[config.mk]
export PLATFORM = sky130hd
export DESIGN_NAME = simd_sat_adder
export DESIGN_NICKNAME = d
export VERILOG_FILES = /design/src/rtl/simd_sat_pkg.sv /design/src/rtl/simd_slice_add.sv /design/src/rtl/simd_lane_judge.sv /design/src/rtl/simd_slice_sat.sv /design/src/rtl/simd_sat_adder.sv
export SDC_FILE = /design/constraint.sdc
export NUM_CORES = 1
export LEC_CHECK = 0
export ABC_AREA = 1
export ABC_CLOCK_PERIOD_IN_PS = 13700
export CORE_MARGIN = 4
export CORE_UTILIZATION = 41
export DETAILED_ROUTE_END_ITERATION = 12
export DONT_BUFFER_PORTS = 1
export PLACE_DENSITY = 0.64
export SLEW_MARGIN = 30
export SYNTH_ARGS = -nofsm -noshare
export SYNTH_HDL_FRONTEND = slang
export SYNTH_SLANG_ARGS = --single-unit
export TNS_END_PERCENT = 50
[constraint.sdc]
create_clock -name vclk -period 13.7
set_input_delay 1.37 -clock vclk [all_inputs]
set_output_delay 1.37 -clock vclk [all_outputs]
set_load 0.01 [all_outputs]
[src/rtl/simd_sat_pkg.sv]
package simd_sat_pkg;

  typedef enum logic [1:0] {
    MODE_B8  = 2'd0,
    MODE_B16 = 2'd1,
    MODE_B32 = 2'd2,
    MODE_B64 = 2'd3
  } lane_mode_e;

  // number of slices per lane minus one, for a lane-size code
  function automatic int unsigned lane_span_mask(input int unsigned mode);
    return (32'd1 << mode) - 32'd1;
  endfunction

  // two's-complement overflow from the sign bits seen by the adder
  function automatic logic signed_overflow(input logic a_msb, input logic b_eff_msb,
                                           input logic sum_msb);
    return (a_msb == b_eff_msb) && (sum_msb != a_msb);
  endfunction

  // unsigned overflow: carry-out on add, missing carry-out on subtract
  function automatic logic unsigned_overflow(input logic carry_out, input logic is_sub);
    return is_sub ? ~carry_out : carry_out;
  endfunction

  // direction of the clamp: 1 = towards the top of the range
  function automatic logic clamp_upward(input logic is_signed, input logic a_msb,
                                        input logic is_sub);
    return is_signed ? ~a_msb : ~is_sub;
  endfunction

endpackage

[src/rtl/simd_slice_add.sv]
module simd_slice_add #(
  parameter int SLICE_W = 8
) (
  input  logic [SLICE_W-1:0] a,
  input  logic [SLICE_W-1:0] b,
  input  logic               cin,
  input  logic               invert_b,
  output logic [SLICE_W-1:0] sum,
  output logic               cout,
  output logic               a_msb,
  output logic               b_eff_msb
);
  logic [SLICE_W-1:0] b_eff;

  assign b_eff = invert_b ? ~b : b;
  assign {cout, sum} = {1'b0, a} + {1'b0, b_eff} + {{SLICE_W{1'b0}}, cin};
  assign a_msb = a[SLICE_W-1];
  assign b_eff_msb = b_eff[SLICE_W-1];
endmodule

[src/rtl/simd_lane_judge.sv]
module simd_lane_judge
  import simd_sat_pkg::*;
(
  input  logic a_msb,
  input  logic b_eff_msb,
  input  logic sum_msb,
  input  logic carry_out,
  input  logic is_sub,
  input  logic is_signed,
  output logic overflow,
  output logic clamp_up
);
  assign overflow = is_signed ? signed_overflow(a_msb, b_eff_msb, sum_msb)
                              : unsigned_overflow(carry_out, is_sub);
  assign clamp_up = clamp_upward(is_signed, a_msb, is_sub);
endmodule

[src/rtl/simd_slice_sat.sv]
module simd_slice_sat #(
  parameter int SLICE_W = 8
) (
  input  logic [SLICE_W-1:0] sum,
  input  logic               lane_ovf,
  input  logic               clamp_up,
  input  logic               sat_en,
  input  logic               is_signed,
  input  logic               is_lane_top,
  output logic [SLICE_W-1:0] out
);
  logic [SLICE_W-1:0] clamp_val;

  always_comb begin
    clamp_val = {SLICE_W{clamp_up}};
    if (is_signed && is_lane_top) clamp_val[SLICE_W-1] = ~clamp_up;
  end

  assign out = (sat_en && lane_ovf) ? clamp_val : sum;
endmodule

[src/rtl/simd_sat_adder.sv]
module simd_sat_adder
  import simd_sat_pkg::*;
#(
  parameter  int DATA_W  = 64,
  parameter  int SLICE_W = 8,
  localparam int NSLICE  = DATA_W / SLICE_W,
  localparam int SIDX_W  = $clog2(NSLICE),
  localparam int MODE_W  = $clog2(SIDX_W + 1)
) (
  input  logic [DATA_W-1:0] op_a,
  input  logic [DATA_W-1:0] op_b,
  input  logic [MODE_W-1:0] lane_sel,
  input  logic              sub_en,
  input  logic              signed_en,
  input  logic              sat_en,
  output logic [DATA_W-1:0] result,
  output logic [NSLICE-1:0] ovf
);
  // span_mask: low index bits shared by all slices of one lane
  logic [SIDX_W-1:0] span_mask;
  assign span_mask = SIDX_W'(lane_span_mask(32'(lane_sel)));

  // named slice-level events, visible to the checker
  logic [NSLICE-1:0] carry_in;
  logic [NSLICE-1:0] carry_out;
  logic [NSLICE-1:0] lane_top;
  logic [NSLICE-1:0] lane_base;
  logic [NSLICE-1:0] judge_ovf;
  logic [NSLICE-1:0] judge_up;
  logic [NSLICE-1:0] a_msb;
  logic [NSLICE-1:0] b_eff_msb;
  logic [SLICE_W-1:0] slice_sum [NSLICE];

  for (genvar i = 0; i < NSLICE; i++) begin : g_slice
    localparam logic [SIDX_W-1:0] IDX = SIDX_W'(i);

    assign lane_base[i] = ((IDX & span_mask) == '0);
    assign lane_top[i]  = ((IDX & span_mask) == span_mask);

    // carry chain cut: a lane's lowest slice takes the negation +1
    if (i == 0) begin : g_first
      assign carry_in[i] = sub_en;
    end else begin : g_rest
      assign carry_in[i] = lane_base[i] ? sub_en : carry_out[i-1];
    end

    simd_slice_add #(.SLICE_W(SLICE_W)) u_add (
      .a        (op_a[i*SLICE_W +: SLICE_W]),
      .b        (op_b[i*SLICE_W +: SLICE_W]),
      .cin      (carry_in[i]),
      .invert_b (sub_en),
      .sum      (slice_sum[i]),
      .cout     (carry_out[i]),
      .a_msb    (a_msb[i]),
      .b_eff_msb(b_eff_msb[i])
    );

    simd_lane_judge u_judge (
      .a_msb    (a_msb[i]),
      .b_eff_msb(b_eff_msb[i]),
      .sum_msb  (slice_sum[i][SLICE_W-1]),
      .carry_out(carry_out[i]),
      .is_sub   (sub_en),
      .is_signed(signed_en),
      .overflow (judge_ovf[i]),
      .clamp_up (judge_up[i])
    );

    // every slice follows the verdict of its lane's top slice
    logic [SIDX_W-1:0] owner;
    logic              own_ovf;
    logic              own_up;
    always_comb begin
      owner   = IDX | span_mask;
      own_ovf = judge_ovf[owner];
      own_up  = judge_up[owner];
    end

    simd_slice_sat #(.SLICE_W(SLICE_W)) u_sat (
      .sum        (slice_sum[i]),
      .lane_ovf   (own_ovf),
      .clamp_up   (own_up),
      .sat_en     (sat_en),
      .is_signed  (signed_en),
      .is_lane_top(lane_top[i]),
      .out        (result[i*SLICE_W +: SLICE_W])
    );
  end

  assign ovf = judge_ovf & lane_top;
endmodule

# == Yosys cells after proc, flatten, opt, wreduce, memory -nomap -nowiden ==
# Cells that the tools add are included.
# W data, S select, Z words.
# totals
ff_bits,0
wordCells,194
output_inout_bits,72
input_bits,133
# op_classes
eq_ne,16
reduce_logical,33
shifts,1
magnitude_cmp,7
n_bitwise,37
add_sub_neg,17
muxes,83
# op_table
operator,count
$mux W8,16
$add A8 B8 Y9,8
$add A9 B1 Y9,8
$not A8 Y8,8
$mux W1,59
$lt A3 B4 Y1 const B,7
$not A1 Y1,28
$logic_and A1 B1 Y1,23
$logic_not A3 Y1,7
$bmux W1 S2,6
$and A8 B8 Y8,1
$eq A1 B1 Y1,8
$ne A1 B1 Y1,8
$bmux W1 S3,2
$logic_not A2 Y1,3
$shl A1 B2 Y3 const A,1
$sub A3 B1 Y3 const B,1

# == Longest topological paths before layout ==
# logic_depth
depth_word,25
ltp_mapped,65
mapped_depth_nobuf,64

# == Cells and area by module ==
# From an unflattened synthesis, not the netlist that was laid out.
# hier_totals
hier_cells,1035
area_unflattened_um2,5562.8
# modules_own_cells
mod,cells_per_inst,area_per_inst_um2,instances
simd_slice_add (g_slice[1].u_add ...),80,476.7,4
simd_slice_add (g_slice[5].u_add ...),77,469.2,2
simd_slice_sat,24,102.6,8
simd_lane_judge,17,75.1,8
simd_slice_add (g_slice[0].u_add),77,484.2,1
simd_slice_add (g_slice[7].u_add),77,462.9,1
simd_sat_adder,79,349.1,1

# == Worst setup path before layout ==
# Ideal clock, no wire load.
# synth_path
path_type,input port to output port
from,input port sub_en
to,output port result[40]
path_stages,63
setup_slack_ns,0.166
t_required_ns,12.330
n_path_buf,2
arrival_time_ns,12.164
path_cell_list,buf_2 buf_2 xor2_1 ha_1 nand2_1 o21ai_1 nand2_1 nand2_1 o21ai_0 fa_1 fa_1 inv_1 nand3_1 nand2_1 nand2_1 nand3_1 nand2_1 fa_1 (+27 left out) nand2_1 nand2_1 o21ai_0 inv_1 fa_1 fa_1 nand3_1 nand2_2 nand2_1 nand2_1 nand2_1 nand2_1 nand2_2 nand2_4 inv_2 nand2_4 a21oi_2 o21ai_0
# synth_via
elab_chain_len,24
elab_cells_between_ends,52
cone_classes,add/sub: 16; eq/ne: 4; mux: 26; bitwise: 3; reduce/logical: 3
# synth_rtl
item,line,rtl
from (decl),simd_sat_adder.sv:13,"input logic sub_en,"
$mux W8,simd_slice_add.sv:15,assign b_eff = invert_b ? ~b : b;
$add A8 B8 Y9,simd_slice_add.sv:16,"assign {cout, sum} = {1'b0, a} + {1'b0, b_eff} + {{SLICE_W{1'b0}}, cin};"
$add A9 B1 Y9,simd_slice_add.sv:16,
$mux W1,simd_sat_adder.sv:44,assign carry_in[i] = lane_base[i] ? sub_en : carry_out[i-1];
$add A9 B1 Y9,simd_slice_add.sv:16,
$mux W1,simd_sat_adder.sv:44,
$add A9 B1 Y9,simd_slice_add.sv:16,
$mux W1,simd_sat_adder.sv:44,
(+8 left out),--,
$add A9 B1 Y9,simd_slice_add.sv:16,
$ne A1 B1 Y1 or $not A1 Y1 (tied branches),"simd_sat_pkg.sv:18, simd_sat_pkg.sv:23",
$logic_and A1 B1 Y1 or $mux W1 (tied branches),"simd_sat_pkg.sv:18, simd_sat_pkg.sv:23",
$mux W1 *,simd_lane_judge.sv:13,"assign overflow = is_signed ? signed_overflow(a_msb, b_eff_msb, sum_msb)"
via g_slice[7].own_ovf,simd_sat_adder.sv:71,logic own_ovf;
$mux W1 (not written as such) * (2 in a row),simd_sat_adder.sv:75,own_ovf = judge_ovf[owner];
$logic_and A1 B1 Y1 *,simd_slice_sat.sv:19,assign out = (sat_en && lane_ovf) ? clamp_val : sum;
$mux W8 *,simd_slice_sat.sv:19,
to (decl),simd_sat_adder.sv:16,"output logic [DATA_W-1:0] result,"
# The timed path passes the listed nets; every way through them passes the cells marked *. The select of a mux whose other input is x is not followed.

# == Worst setup path after layout ==
# layout_path
from,input port sub_en
to,output port result[19]
# layout_via
elab_chain_len,24
elab_cells_between_ends,66
cone_classes,add/sub: 16; eq/ne: 8; mux: 32; bitwise: 5; reduce/logical: 5
# layout_rtl
item,line
$mux W8,simd_slice_add.sv:15
$add A8 B8 Y9,simd_slice_add.sv:16
$add A9 B1 Y9,simd_slice_add.sv:16
$mux W1,simd_sat_adder.sv:44
$add A9 B1 Y9,simd_slice_add.sv:16
$mux W1,simd_sat_adder.sv:44
$add A9 B1 Y9,simd_slice_add.sv:16
$mux W1,simd_sat_adder.sv:44
(+8 left out),--
$add A9 B1 Y9,simd_slice_add.sv:16
$ne A1 B1 Y1 or $not A1 Y1 (tied branches),"simd_sat_pkg.sv:18, simd_sat_pkg.sv:23"
$logic_and A1 B1 Y1 or $mux W1 (tied branches),"simd_sat_pkg.sv:18, simd_sat_pkg.sv:23"
$mux W1,simd_lane_judge.sv:13
$bmux W1 S2,simd_sat_adder.sv:75
$mux W1 (not written as such),simd_sat_adder.sv:75
$logic_and A1 B1 Y1,simd_slice_sat.sv:19
$mux W8 *,simd_slice_sat.sv:19
# Mark *: on every way between the ends. The rest lies on a longest branch, timed or not. The select of a mux whose other input is x is not followed.

==> run metrics <==
largest net degree at the start of global routing 68; Max-Cap Viols 0; Ys Warns 0; post-DP HPWL 11.7 mm; Final min period 12.98 ns; endpoint class of the critical path output pin; 1st-pass router iterations 4; Final nets 1011; global route overflow 0; Final GP Congestion 0.878; Syn Area/Cell around 6.1 um2; layout cells sized above 1 12.4%; Synth cell types 44; Critical Path AT roughly 12 ns; IO Count 205; syn_nets around 990; Via-to-Cell Ratio 5.14; Slew HR 68.6%; period utilisation layout ~95%; Syn Inst Count 789; Place WS -0.0850 ns; Fin. Hold Viols 0; first-pass GRT wire length 21.5 mm; Leakage 2.96 nW; Fin Hold WS 2.92 ns; Fmax about 77 MHz; fin cells 948; share of the synthesized area in the top cell type 19.2%; CP max FO 67; drt drc 0; initial antenna violation count 0; CP startpoint kind primary input; status completed; Core Region 11500 um2; Slew Limit Fails 0; P&R area growth vs syn 8.46%; CP peak stage delay ~0.43 ns; top cells by area, synth nand2_1, xor2_1, ha_1, inv_1, fa_1; number of routed nets with antenna violations 0; Final Power 0.385 mW; Avg WL per Cell 14.6 um; # setup viols final 0; die area roughly 14000 um2; setup ws final a little over 0.7 ns; Core Util, Final 45.7%; placed instance area 5130 um2; hold_buf cts 0; Seq/Total Area, Yosys 0%; IO Port Bufs 0; storage element area 0 um2; Power Density 73.1 nW/um2; Die Wd 117 um; dpl cells 942; vias in the first global route between 4000 and 5000; Peak VDD IR approximately 0.042 mV; Yosys top cell by area nand2_1; clkbuf count 0; routed wire length 13.9 mm; GRT Total Usage 18.9%; fill cell count approximately 1200; Hold Crit Class in2out; number of DRC markers in iteration 0 approximately 260; Final Cell Area around 5300 um2; num rows 39; setup_tns 0 ns; Synth Cell Area 4850 um2; sequential cells 0; Die H 117 um; initial core utilization 42.1%; Crit Path Category in2out; Critical-path top delay cell fa_2; Least-Margin Pin Slew 0.466 ns; Req. time, crit path between 10 and 15 ns; vias 4877; diode count 0
final cells by class:
type	count	area (um2)	share of cell area [%]
Multi-Input combinational cell	672	4470	85.0
Tap cell	143	179	3.40
Inverter	103	387	7.35
Timing Repair Buffer	30	225	4.28
power by group:
group | internal [mW] | total [mW] | switching, mW | leakage (nW)
Clock | 0 | 0 | 0 | 0
Combinational | 0.149 | 0.385 | 0.236 | 2.96
Sequential | 0 | 0 | 0 | 0
Total | 0.149 | 0.385 | 0.236 | 2.96
worst max-delay path, delay by kind of cell:
kind | cells | cell delay (ns)
AND/OR/NAND/NOR | 31 | 3.17
XOR/XNOR | 1 | 0.15
adder cells (fa/ha/maj) | 15 | 5.54
buffers and inverters | 2 | 0.14
AO/OA/AOI/OAI | 10 | 1.23
final timing paths:
check | start | cells after the start | slack [ns] | end
worst max-delay path | sub_en | 59 | 0.72 | result[19]
worst min-delay path | sat_en | 2 | 2.92 | result[39]
cell usage in the layout (no fill, tap or decap), types with 2 or more instances in the layout:
master / netlist / layout
buf_4: 2 / 30
inv_2: 3 / 3
a31oi_1: 13 / 13
a21o_1: 4 / 4
nand2_2: 9 / 14
nand3_4: 1 / 2
a21oi_1: 41 / 41
o21ai_0: 28 / 23
nand3_1: 46 / 45
inv_1: 100 / 100
o21ai_2: 7 / 11
nand3_2: 6 / 6
o21bai_1: 8 / 8
xnor2_1: 31 / 31
nand2_4: 6 / 6
nand2_1: 248 / 243
nor2_1: 29 / 29
nand3b_1: 6 / 6
fa_2: 0 / 15
nor2_4: 2 / 2
a21oi_2: 3 / 2
ha_1: 56 / 56
xor2_1: 82 / 82
o21ai_1: 10 / 11
nand4_1: 4 / 4
a21oi_4: 1 / 2
nor3_1: 2 / 2
Yosys cell counts (4+ instances only):
| cell | number |
|---|---|
| xnor2_1 | 31 |
| inv_1 | 100 |
| nand3b_1 | 6 |
| nand4_1 | 4 |
| o21ai_2 | 7 |
| fa_1 | 15 |
| xor2_1 | 82 |
| nand2_2 | 9 |
| nand2_1 | 248 |
| a21o_1 | 4 |
| nand2_4 | 6 |
| nor2_1 | 29 |
| nand3_2 | 6 |
| ha_1 | 56 |
| buf_2 | 9 |
| o21bai_1 | 8 |
| o21ai_0 | 28 |
| o21ai_1 | 10 |
| nand3_1 | 46 |
| a31oi_1 | 13 |
| a21oi_1 | 41 |
layer usage:
layer,track usage [%],vias up,wire [um]
li1,-,2567,-
met1,25.2,2146,5990
met3,2.78,14,1000
met4,1.61,0,142
met5,0,-,0
met2,33.8,150,6740
cells by family (layout without fill, tap and decap cells):
| family | Yosys count | in the layout | share of synthesized area [%] |
|---|---|---|---|
| xor gates and xnor gates | 113 | 113 | 20.4 |
| and+or+nand+nor | 367 | 367 | 34.5 |
| buffers and inverters | 117 | 133 | 9.59 |
| AOI/OAI and AO/OA | 120 | 120 | 14.7 |
| muxes | 1 | 1 | 0.206 |
| adders and majority gates | 71 | 71 | 20.6 |
what timing repair did:
action / CTS / global route
endpoints found under the setup margin: 52 / 65
pin swaps: 0 / 14
gates resized for setup: 6 / 26
buffers inserted: 0 / 6
Power figures use the tool's default switching activity.
